--- src/rtl/doorbell_pkg.sv ---
// Shared definitions for the doorbell unit: slot encoding inside a
// processor bank and the fixed identification byte table.
// Assumes identification words sit at the very top of the address window.
package doorbell_pkg;

    localparam int ID_COUNT = 12;

    // Word slot inside one 16-byte processor bank (address bits [3:2]).
    typedef enum logic [1:0] {
        SLOT_VIEW  = 2'd0,
        SLOT_RAISE = 2'd1,
        SLOT_DROP  = 2'd2,
        SLOT_NONE  = 2'd3
    } slot_e;

    // Identification byte by table position (0 = lowest address).
    function automatic logic [7:0] id_byte(input logic [3:0] idx);
        case (idx)
            4'd0:    id_byte = 8'h04;
            4'd4:    id_byte = 8'h56;
            4'd5:    id_byte = 8'hB8;
            4'd6:    id_byte = 8'h0B;
            4'd8:    id_byte = 8'h0D;
            4'd9:    id_byte = 8'hF0;
            4'd10:   id_byte = 8'h05;
            4'd11:   id_byte = 8'hB1;
            default: id_byte = 8'h00;
        endcase
    endfunction

endpackage

--- src/rtl/doorbell_addr_dec.sv ---
// Address decoder for the doorbell unit.
// Splits the byte address into a processor bank (bits above 3) and a slot
// (bits [3:2]), and flags the identification block at the window top.
// Assumes: only word-aligned addresses hit anything; banks 0..NUM_PROC-1.
module doorbell_addr_dec
    import doorbell_pkg::*;
#(
    parameter int ADDR_W   = 12,
    parameter int NUM_PROC = 2
) (
    input  logic [ADDR_W-1:0]   addr,
    output logic [NUM_PROC-1:0] hit_view,
    output logic [NUM_PROC-1:0] hit_raise,
    output logic [NUM_PROC-1:0] hit_drop,
    output logic                hit_id,
    output logic [3:0]          id_idx
);
    localparam int WORD_W       = ADDR_W - 2;
    localparam int BANK_W       = ADDR_W - 4;
    localparam int ID_BASE_WORD = (1 << WORD_W) - ID_COUNT;

    logic              aligned;
    logic [WORD_W-1:0] word;
    logic [BANK_W-1:0] bank;
    slot_e             slot;
    logic [WORD_W-1:0] id_off;

    assign aligned = (addr[1:0] == 2'b00);
    assign word    = addr[ADDR_W-1:2];
    assign bank    = addr[ADDR_W-1:4];
    assign slot    = slot_e'(addr[3:2]);

    // Per-processor slot hits, one set of comparators per bank.
    for (genvar g = 0; g < NUM_PROC; g++) begin : g_bank
        logic in_bank;
        assign in_bank      = aligned && (bank == BANK_W'(g));
        assign hit_view[g]  = in_bank && (slot == SLOT_VIEW);
        assign hit_raise[g] = in_bank && (slot == SLOT_RAISE);
        assign hit_drop[g]  = in_bank && (slot == SLOT_DROP);
    end

    // Identification block hit and table position.
    assign id_off = word - WORD_W'(ID_BASE_WORD);
    assign hit_id = aligned && (word >= WORD_W'(ID_BASE_WORD));
    assign id_idx = id_off[3:0];

endmodule

--- src/rtl/doorbell_pend_reg.sv ---
// One processor's pending doorbell word with raise/drop update and a
// level interrupt taken straight from the stored word.
// Assumes raise and drop strobes are never high together (distinct addresses).
module doorbell_pend_reg #(
    parameter int LIVE_W = 4
) (
    input  logic              clk,
    input  logic              rst_n,
    input  logic              raise_we,
    input  logic              drop_we,
    input  logic [LIVE_W-1:0] wmask,
    output logic [LIVE_W-1:0] pend,
    output logic              irq
);
    // Pending word: OR in on raise, mask out on drop, clear on reset.
    always_ff @(posedge clk) begin
        if (!rst_n) begin
            pend <= '0;
        end else if (raise_we) begin
            pend <= pend | wmask;
        end else if (drop_we) begin
            pend <= pend & ~wmask;
        end
    end

    // Interrupt level follows the stored word.
    assign irq = |pend;

endmodule

--- src/rtl/doorbell_id_rom.sv ---
// Identification word source: returns the table byte zero-extended to the
// bus width when the decoder flags an identification hit, zero otherwise.
// Assumes idx is within 0..ID_COUNT-1 whenever hit is high.
module doorbell_id_rom
    import doorbell_pkg::*;
#(
    parameter int DATA_W = 32
) (
    input  logic              hit,
    input  logic [3:0]        idx,
    output logic [DATA_W-1:0] data
);
    // Zero-extend the selected byte.
    assign data = hit ? DATA_W'(id_byte(idx)) : '0;

endmodule

--- src/rtl/doorbell_unit.sv ---
// Dual-processor doorbell interrupt unit, top level.
// Writes commit on the access-phase edge (sel & en & wr); reads are
// combinational with zero wait states. Pending words are LIVE_W bits wide.
// Assumes single full-width accesses; no wait or error response exists.
module doorbell_unit #(
    parameter int ADDR_W   = 12,
    parameter int DATA_W   = 32,
    parameter int LIVE_W   = 4,
    parameter int NUM_PROC = 2
) (
    input  logic                clk,
    input  logic                rst_n,
    input  logic                bus_sel,
    input  logic                bus_en,
    input  logic                bus_wr,
    input  logic [ADDR_W-1:0]   bus_addr,
    input  logic [DATA_W-1:0]   bus_wdata,
    output logic [DATA_W-1:0]   bus_rdata,
    output logic [NUM_PROC-1:0] doorbell_irq
);
    logic [NUM_PROC-1:0] hit_view;
    logic [NUM_PROC-1:0] hit_raise;
    logic [NUM_PROC-1:0] hit_drop;
    logic                hit_id;
    logic [3:0]          id_idx;
    logic [DATA_W-1:0]   id_data;
    logic                wr_fire;
    logic                rd_act;
    logic [LIVE_W-1:0]   wmask;
    logic [LIVE_W-1:0]   pend [NUM_PROC];
    logic [DATA_W-1:0]   rd_mux;
    logic                unused_wdata_hi;

    assign wr_fire         = bus_sel && bus_en && bus_wr;
    assign rd_act          = bus_sel && !bus_wr;
    assign wmask           = bus_wdata[LIVE_W-1:0];
    assign unused_wdata_hi = ^bus_wdata[DATA_W-1:LIVE_W];

    doorbell_addr_dec #(
        .ADDR_W   (ADDR_W),
        .NUM_PROC (NUM_PROC)
    ) u_dec (
        .addr      (bus_addr),
        .hit_view  (hit_view),
        .hit_raise (hit_raise),
        .hit_drop  (hit_drop),
        .hit_id    (hit_id),
        .id_idx    (id_idx)
    );

    doorbell_id_rom #(
        .DATA_W (DATA_W)
    ) u_id (
        .hit  (hit_id),
        .idx  (id_idx),
        .data (id_data)
    );

    // One pending register per processor.
    for (genvar g = 0; g < NUM_PROC; g++) begin : g_proc
        doorbell_pend_reg #(
            .LIVE_W (LIVE_W)
        ) u_pend (
            .clk      (clk),
            .rst_n    (rst_n),
            .raise_we (wr_fire && hit_raise[g]),
            .drop_we  (wr_fire && hit_drop[g]),
            .wmask    (wmask),
            .pend     (pend[g]),
            .irq      (doorbell_irq[g])
        );
    end

    // Read mux: identification data OR the selected view port.
    always_comb begin
        rd_mux = id_data;
        for (int p = 0; p < NUM_PROC; p++) begin
            if (hit_view[p]) begin
                rd_mux = rd_mux | DATA_W'(pend[p]);
            end
        end
    end

    // Drive read data only while a read is selected.
    assign bus_rdata = rd_act ? rd_mux : '0;

endmodule

--- config.mk ---
export PLATFORM = sky130hd
export DESIGN_NAME = doorbell_unit
export DESIGN_NICKNAME = d
export VERILOG_FILES = /design/src/rtl/doorbell_pkg.sv /design/src/rtl/doorbell_addr_dec.sv /design/src/rtl/doorbell_pend_reg.sv /design/src/rtl/doorbell_id_rom.sv /design/src/rtl/doorbell_unit.sv
export SDC_FILE = /design/constraint.sdc
export NUM_CORES = 1
export LEC_CHECK = 0
export ABC_AREA = 0
export BUFFER_PORTS_ARGS = -buffer_cell sky130_fd_sc_hd__buf_2
export CORE_MARGIN = 4
export CORE_UTILIZATION = 43
export DETAILED_ROUTE_END_ITERATION = 10
export PLACE_DENSITY = 0.77
export SLEW_MARGIN = 0
export SYNTH_ARGS = -nofsm -noshare
export SYNTH_HDL_FRONTEND = slang
export SYNTH_HIERARCHICAL = 1
export SYNTH_SLANG_ARGS = --single-unit
--- constraint.sdc ---
create_clock -name clk -period 2.35 [get_ports clk]
set_input_delay 0.1175 -clock clk [delete_from_list [all_inputs] [get_ports clk]]
set_output_delay 0.1175 -clock clk [all_outputs]
set_load 0.01 [all_outputs]
Word level (Yosys, flattened, before mapping). Memories as Yosys holds them, arrays and structs flattened. Index checks and enable logic that the tools add are counted.

Output and inout bits: 34. Register bits after elaboration: 8. Memories: 1. Memory bits (read-only): 128. Input port bits: 49. Word-level logic and storage cells: 47.

Memory list: (no name shown) (depth 16, width 8, read ports 1, clocked after memory_dff 0, wr ports 0, RTL line doorbell_pkg.sv:18) `case (idx)`.

Order comparisons: 1. Eq/ne operators: 3. $add $sub $neg: 1. Bitwise gates (word level): 7. Reductions and logical operators: 24. Muxes and demuxes: 8.

Operators with widths (count): 32-bit 2-to-1 mux (3); 32-bit by 4-bit bitwise OR with 32-bit output (2); 1-bit logical AND (16); 4-bit 2-to-1 mux (4); 10-bit >= comparator (second input constant) (1); 4-bit bitwise AND (2); 8-bit by 1-bit equality test with 1-bit output (second input constant) (1); 8-bit zero test (1); 8-bit 2-to-1 mux (1); 4-bit bitwise OR (2); 4-bit OR reduction (2); 2-bit zero test (2); 4-bit NOT (1); 2-bit nonzero test (2); 4-bit by 3-bit subtractor with 4-bit output (second input constant) (1); 2-bit by 1-bit equality test with 1-bit output (second input constant) (1); 2-bit equality test (second input constant) (1); 1-bit zero test (1).

Depth between registers and ports, before layout. Gate-level depths: netlist of the first run.

Depth in word-level cells: 8. Mapped depth: 9. Mapped depth without buffers: 8.

Modules after synthesis. Netlist of the first run, hierarchy kept.

Modules (own cells, without submodules): doorbell_id_rom (instances 1, seq. area each 0.0 um^2, area each 396.6 um^2, cells each 51); doorbell_unit (instances 1, seq. area each 0.0 um^2, area each 369.1 um^2, cells each 46); doorbell_pend_reg (instances 2, seq. area each 80.1 um^2, area each 162.7 um^2, cells each 17); doorbell_addr_dec (instances 1, seq. area each 0.0 um^2, area each 183.9 um^2, cells each 27).

Worst setup path after synthesis of the first run. Ideal clock, no wire load.

Path type: input port to output port. Start point: input port bus_addr[5]. End point: output port bus_rdata[0]. Arrival: 1.785 ns. Data required time: 2.233 ns. Path slack: 0.447 ns. Buffers on the path: 1. Cell stages on the path: 9. Cells stage by stage: inv_1 ha_1 or3b_2 a211oi_1 buf_6 inv_4 o32ai_2 a221oi_1 nor2_1.

Word-level cells in the longest chain between the ends: 8. Elaborated cells between the ends (all ways): 16. Those cells by class: add/sub: 1; order compare: 1; eq/ne: 1; mux: 4; bitwise: 2; reduce/logical: 6; memory: 1.

RTL lines: start: declaration (RTL line doorbell_unit.sv:16) `input logic [ADDR_W-1:0] bus_addr,`; 10-bit >= comparator * (RTL line doorbell_addr_dec.sv:44) `assign hit_id = aligned && (word >= WORD_W'(ID_BASE_WORD));`; 1-bit logical AND * (RTL line doorbell_addr_dec.sv:44); net hit_id (RTL line doorbell_unit.sv:24) `logic hit_id;`; 8-bit 2-to-1 mux * (RTL line doorbell_id_rom.sv:14) `assign data = hit ? DATA_W'(id_byte(idx)) : '0;`; net id_data[0] (RTL line doorbell_unit.sv:26) `logic [DATA_W-1:0] id_data;`; 32-bit by 4-bit bitwise OR with 32-bit output (RTL line doorbell_unit.sv:79) `rd_mux = rd_mux | DATA_W'(pend[p]);`; 32-bit 2-to-1 mux * (RTL line doorbell_unit.sv:78) `if (hit_view[p]) begin`; 32-bit by 4-bit bitwise OR with 32-bit output (RTL line doorbell_unit.sv:79); 32-bit 2-to-1 mux * (RTL line doorbell_unit.sv:78); 32-bit 2-to-1 mux * (RTL line doorbell_unit.sv:85) `assign bus_rdata = rd_act ? rd_mux : '0;`; end: declaration (RTL line doorbell_unit.sv:18) `output logic [DATA_W-1:0] bus_rdata,`.

The timed path passes the listed nets; every way through them passes the cells marked *.

Worst setup path in the final report of the first run. Ends and elaborated chain as after synthesis.

==> results of run 1 <==
==> logic make-up after synthesis <==
logic type,count (synthesis),synth area share (%)
other cells,1,0.294
simple gates,82,43.5
buf+inv,40,23.0
fa+ha+maj,7,6.87
flops,8,12.6
compound gates,20,13.8
==> synth_stat cells, drive strengths merged <==
library cell / count
o22ai: 2
o32ai: 1
and3: 9
a221oi: 4
a211oi: 1
dfxtp: 8
clkbuf: 1
nand2: 14
or3b: 1
a31o: 8
nor3: 3
nand4b: 1
nor2: 5
conb: 1
or4bb: 1
or2b: 1
ha: 7
and2: 32
inv: 7
o31ai: 2
nor2b: 1
nand2b: 3
buf: 32
o21ai: 2
nand4: 1
nor4: 3
or4: 4
nand3b: 3
==> layout make-up <==
cell class / count / share of cell area [%]
inverters: 7 / 2.17
well taps: 31 / 2.93
clock buffers: 3 / 1.70
repair buffers: 32 / 12.5
flip-flops and latches: 8 / 12.1
multi-input cells: 133 / 68.6
==> layer usage <==
layer	vias up	routed length, um	part of all wire, %	global-route usage (%)
met1	403	1040	45	15.2
met5	-	0	0	0
met4	0	13	0.56	2.48
met3	2	233	10	3.42
met2	52	1030	44	19.4
li1	544	-	-	-
==> metrics by stage <==
step | hold slack, ps | worst slack [ps] | area [um2]
after floorplan | 269 | 447 | 1360
after global placement | 455 | 194 | 1300
after detailed placement | 458 | 189 | 1300
after CTS | 194 | 195 | 1320
after global routing | 190 | 31.8 | 1320
final | 204 | 225 | 1320
==> how the worst max path moves through the flow <==
stage / slack [ps] / end / from / cells past startpoint
2_1_floorplan: 450 / bus_rdata[0] / bus_addr[5] / 9
3_3_place_gp: 190 / bus_rdata[0] / bus_addr[5] / 11
3_5_place_dp: 190 / bus_rdata[0] / bus_addr[5] / 11
4_1_cts: 190 / bus_rdata[0] / bus_addr[5] / 11
5_1_grt: 30 / bus_rdata[2] / bus_addr[5] / 11
6_report: 220 / bus_rdata[0] / bus_addr[5] / 11
==> power groups by stage <==
stage / clock network [mW] / logic [mW] / registers, mW
3_3_place_gp: 0 / 0.0992 / 0.139
3_5_place_dp: 0 / 0.102 / 0.139
4_1_cts: 0.105 / 0.102 / 0.136
2_1_floorplan: 0 / 0.108 / 0.139
6_report: 0.0996 / 0.103 / 0.136
5_1_grt: 0.115 / 0.117 / 0.136
==> critical path, stage by stage <==
cell,delay (ps)
buf_2,90
inv_1,80
ha_1,190
or3b_2,460
a211oi_1,240
buf_4,200
inv_4,40
o32ai_2,250
a221oi_1,70
nor2_1,120
buf_2,140
==> out/metrics.yaml, run 1 <==
overflow: 0
ff2ff_path_depth: 1
synth_area_per_cell_um2: 8.07
tns_ps: 0
drt_iter0_markers: 26
critPathArrivalTime_ps: 2010
grt_max_degree: 29
p_sw_mw: 0.0997
critPathRequiredTime_ps: 2230
antenna_found_initial: 0
vdd.ir_drop.worst_uv: 302
port_buffers: 30
design.core.area_mm2: 0.00281
start_util_pct: 45.5
power_frac_clock_pct: 29.4
area_delta_synth_final_pct: 3.83
drtAntennaViolNets: 0
clock.fmax_mhz: 471
gp_congestion: 0.757
clkTransAtPathRegs_ps: 50
hpwlAfterDp_um: 1960
p_seq_share_pct: 40.2
holdPathStages: 3
finalCriticalPeriod_ps: 2130
cts_resized: 0
postCtsHoldBufs: 0
rsz0062_at_grt: "no"
synth-seq-cells: 8
fill_cells: 289
power_density_mw_per_mm2: 256
startpoint_type: "input pin"
insertion_delay_ps: 250
wl_um: 2320
hp-class: "in -> reg"
maxCapViolCount: 0
critPathCaptureType: "output pin"
final_core_util_pct: 47.2
cts_tree: "yes"
nNetsFinal: 241
grt_pass1_wl_um: 3920
wl_per_cell_um: 10.8
grt_pass1_vias: 894
synth_top_area_share_pct: 15.9
hp-start: "bus_wdata[1]"
clk_path_buf_depth: 2
netlist_area_mm2: 0.00127
crit_type: "in -> out"
yosys.area.top_type: "buf_4"
p_comb_share_pct: 30.4
path_max_fanout: 9
most-common-layout-cells: "buf_2, conb_1, and2_4, nand2_1, and2_1"
die_area_mm2: 0.00390
r2r_setup_slack_ps: 1710
post-route-period-util_pct: 90.4
p_leak_nw: 0.675
groute.usage.overall_pct: 11.8
cts_root_buf: "clkbuf_4"
drive_above_1_share_pct: 41.5
drv_slew: 0
skew_ps: 0
synth_warnings: 6
cts_max_level: 1
num_antenna_cells: 0
clock-sinks: 8
ioPinCount: 83
first_pass_iters: 4
swShare_pct: 29.5
multi_input_area_um2: 908
layout_commonest_cell: "buf_2"
synth_cell_types: 37
die_h_um: 62.5
seq_area_frac_synth_pct: 12.6
rows: 19
postCtsSetupRepairBufs: 0
finalSetupViolCount: 0
numCtsBuffers: 3
synthCells: 158
placed_cells: 211
final_cells: 214
vias: 1001
route.detailed.drc: 0
timing_hold_violations_final: 0
drt-vias-per-instance: 4.68
outcome: "finished clean"
register_area_um2: 160
dieWidth_um: 62.5
power.total_mw: 0.338
synthTopCellsByArea: "buf_4, dfxtp_1, and2_4"
p_int_mw: 0.239
(Power assumes the default switching activity.)
==> inputs of run 2 (changes only) <==
Settings changed: CORE_UTILIZATION 43 to 46, PLACE_DENSITY 0.77 to 0.82.
Clock period 2.35 ns to 2.6 ns, I/O delays scaled along.
==> run 2 against run 1 <==
  * Via count rose by 4.9%
  * Design area fell by 0.66%
  * Highest routed layer is now met3
  * First-iteration DRC count rose by 50%
  * Die area fell by 5.7%
  * Register-to-register slack improved by 260 ps
  * Critical endpoint is now bus_rdata[2]
  * Critical path depth did not move
  * Worst setup slack improved by 200 ps
  * Core utilization rose by 4.0 points
==> out/metrics.yaml, run 2 (synthesis gave the netlist of run 1 again) <==
outcome: "finished clean"
drt-vias-per-instance: 4.95  # +5.9%
die_area_mm2: 0.00368  # -5.7%
r2r_setup_slack_ps: 1970  # +260 ps
critPathSlowestCell: "or3b_2"
route.detailed.drc: 0  # unchanged
maxCapViolCount: 0  # unchanged
crit_top_cell: "buf_2"
power_density_mw_per_mm2: 234  # -8.6%
crit_chain: "buf_2 -> inv_1 -> ha_1 -> or3b_2 -> a211oi_1 -> buf_4 -> nand2_1 -> o31ai_2 -> a221oi_1 -> nor2_1 -> buf_2"
postCtsHoldBufs: 0  # unchanged
finalCriticalPeriod_ps: 2170
wl_um: 2320  # about the same
cts_max_level: 1  # unchanged
hpwlAfterDp_um: 1980  # +1.2%
place_ws_ps: 404  # +214 ps
gp_congestion: 0.843  # +11%
grt_max_degree: 29  # unchanged
finalSetupViolCount: 0  # unchanged
most-common-layout-cells: "buf_2, conb_1, and2_4, nand2_1, and2_1"
rsz0062_at_grt: "no"
clkTransAtPathRegs_ps: 50  # about the same
critPathRequiredTime_ps: 2470  # +240 ps
vdd.ir_drop.worst_uv: 338  # +12%
cts_resized: 0  # unchanged
skew_ps: 0  # unchanged
worst_pin_slew_ps: 595
num_antenna_cells: 0  # unchanged
hp-class: "in -> reg"
groute.usage.overall_pct: 12.9  # +1.1 points
drtAntennaViolNets: 0  # unchanged
critPathMaxStageDelay_ps: 460  # about the same
path_max_fanout: 9  # unchanged
p_seq_share_pct: 40.0  # -0.2 points
port_buffers: 30  # unchanged
rows: 18  # -1
antenna_found_initial: 0  # unchanged
postCtsSetupRepairBufs: 0  # unchanged
cts_root_buf: "clkbuf_4"
timing_hold_violations_final: 0  # unchanged
startpoint_type: "input pin"
holdPathStages: 3  # unchanged
overflow: 0  # unchanged
design.core.area_mm2: 0.00257  # -8.5%
vias: 1050  # +4.9%
p_comb_share_pct: 30.0  # -0.4 points
ioPinCount: 83  # unchanged
clock-sinks: 8  # unchanged
die_h_um: 60.6  # -2.9%
start_util_pct: 49.7  # +4.2 points
crit_type: "in -> out"
p_int_mw: 0.215  # -9.7%
nNetsFinal: 240  # -0.41%
drv_slew: 0  # unchanged
layout_commonest_cell: "buf_2"
hp-start: "bus_wdata[3]"
ff2ff_path_depth: 1  # unchanged
critPathCaptureType: "output pin"
dieWidth_um: 60.6  # -2.9%
clock.fmax_mhz: 460
clk_path_buf_depth: 2  # unchanged
tns_ps: 0  # unchanged
drive_above_1_share_pct: 41.2  # -0.32 points
power_frac_clock_pct: 30.0  # +0.6 points
post-route-period-util_pct: 83.6
insertion_delay_ps: 250  # about the same
cts_tree: "yes"
final_core_util_pct: 51.2  # +4.0 points
swShare_pct: 29.9  # +0.40 points
first_pass_iters: 4  # unchanged
p_leak_nw: 0.670  # -0.81%
area_delta_synth_final_pct: 3.14
max-slew-margin-rel_pct: 60.0
drt_iter0_markers: 39  # +50%
grt_pass1_wl_um: 3780  # -3.5%
grt_pass1_vias: 860  # -3.8%
critPathArrivalTime_ps: 2040  # +30 ps
wl_per_cell_um: 10.9  # +0.99%
numCtsBuffers: 3  # unchanged
p_sw_mw: 0.0918  # -8.0%
layout_setup_ws_ps: 426  # +201 ps
run 2: cell count changes in the layout (fill, tap and decap cells not counted), sizes merged:
cell | before | now
buf | 32 | 31
run 2: power by group through the flow:
stage               registers (mW)  clock network (mW)  logic, mW
finish                       0.123              0.0921     0.0923
global route                 0.123               0.102      0.105
CTS                          0.123              0.0968     0.0914
detailed placement           0.125                   0     0.0912
global placement             0.125                   0     0.0894
floorplan                    0.125                   0     0.0974
run 2: area by class of cell:
cell class | count | area (um2)
fillers | 279 | 1250
inverters | 7 | 28.8
clock buffers | 3 | 22.5
well taps | 30 | 37.5
repair buffers | 31 | 158
multi-input cells | 133 | 908
flip-flops and latches | 8 | 160
run 2: routing by layer:
metal | part of all wire, % | global-route usage [%] | up-vias
li1 | - | - | 543
met1 | 42 | 16.8 | 451
met2 | 44 | 20.9 | 56
met3 | 14 | 4.68 | 0
met4 | 0 | 2.17 | 0
met5 | 0 | 0 | -
run 2: worst max-delay path: cells and delay by family:
family | cells | cell delay [ps]
compound gates | 3 | 500
fa+ha+maj | 1 | 180
buf+inv | 4 | 530
simple gates | 3 | 690
run 2: worst max path at each step:
| stage | from | endpoint |
|---|---|---|
| floorplan | bus_addr[5] | bus_rdata[0] |
| global placement | bus_addr[5] | bus_rdata[0] |
| detailed placement | bus_addr[5] | bus_rdata[0] |
| CTS | bus_addr[5] | bus_rdata[0] |
| global route | bus_addr[5] | bus_rdata[0] |
| finish | bus_addr[5] | bus_rdata[2] |
run 2: stage by stage:
step                      total power, mW  instances  cell area [um2]  hold WS [ps]
after floorplan                     0.223        181             1360           282
after global placement              0.215        209             1290           464
after detailed placement            0.217        209             1290           473
after CTS                           0.311        212             1320           208
after global routing                0.330        212             1320           218
final                               0.307        212             1320           218
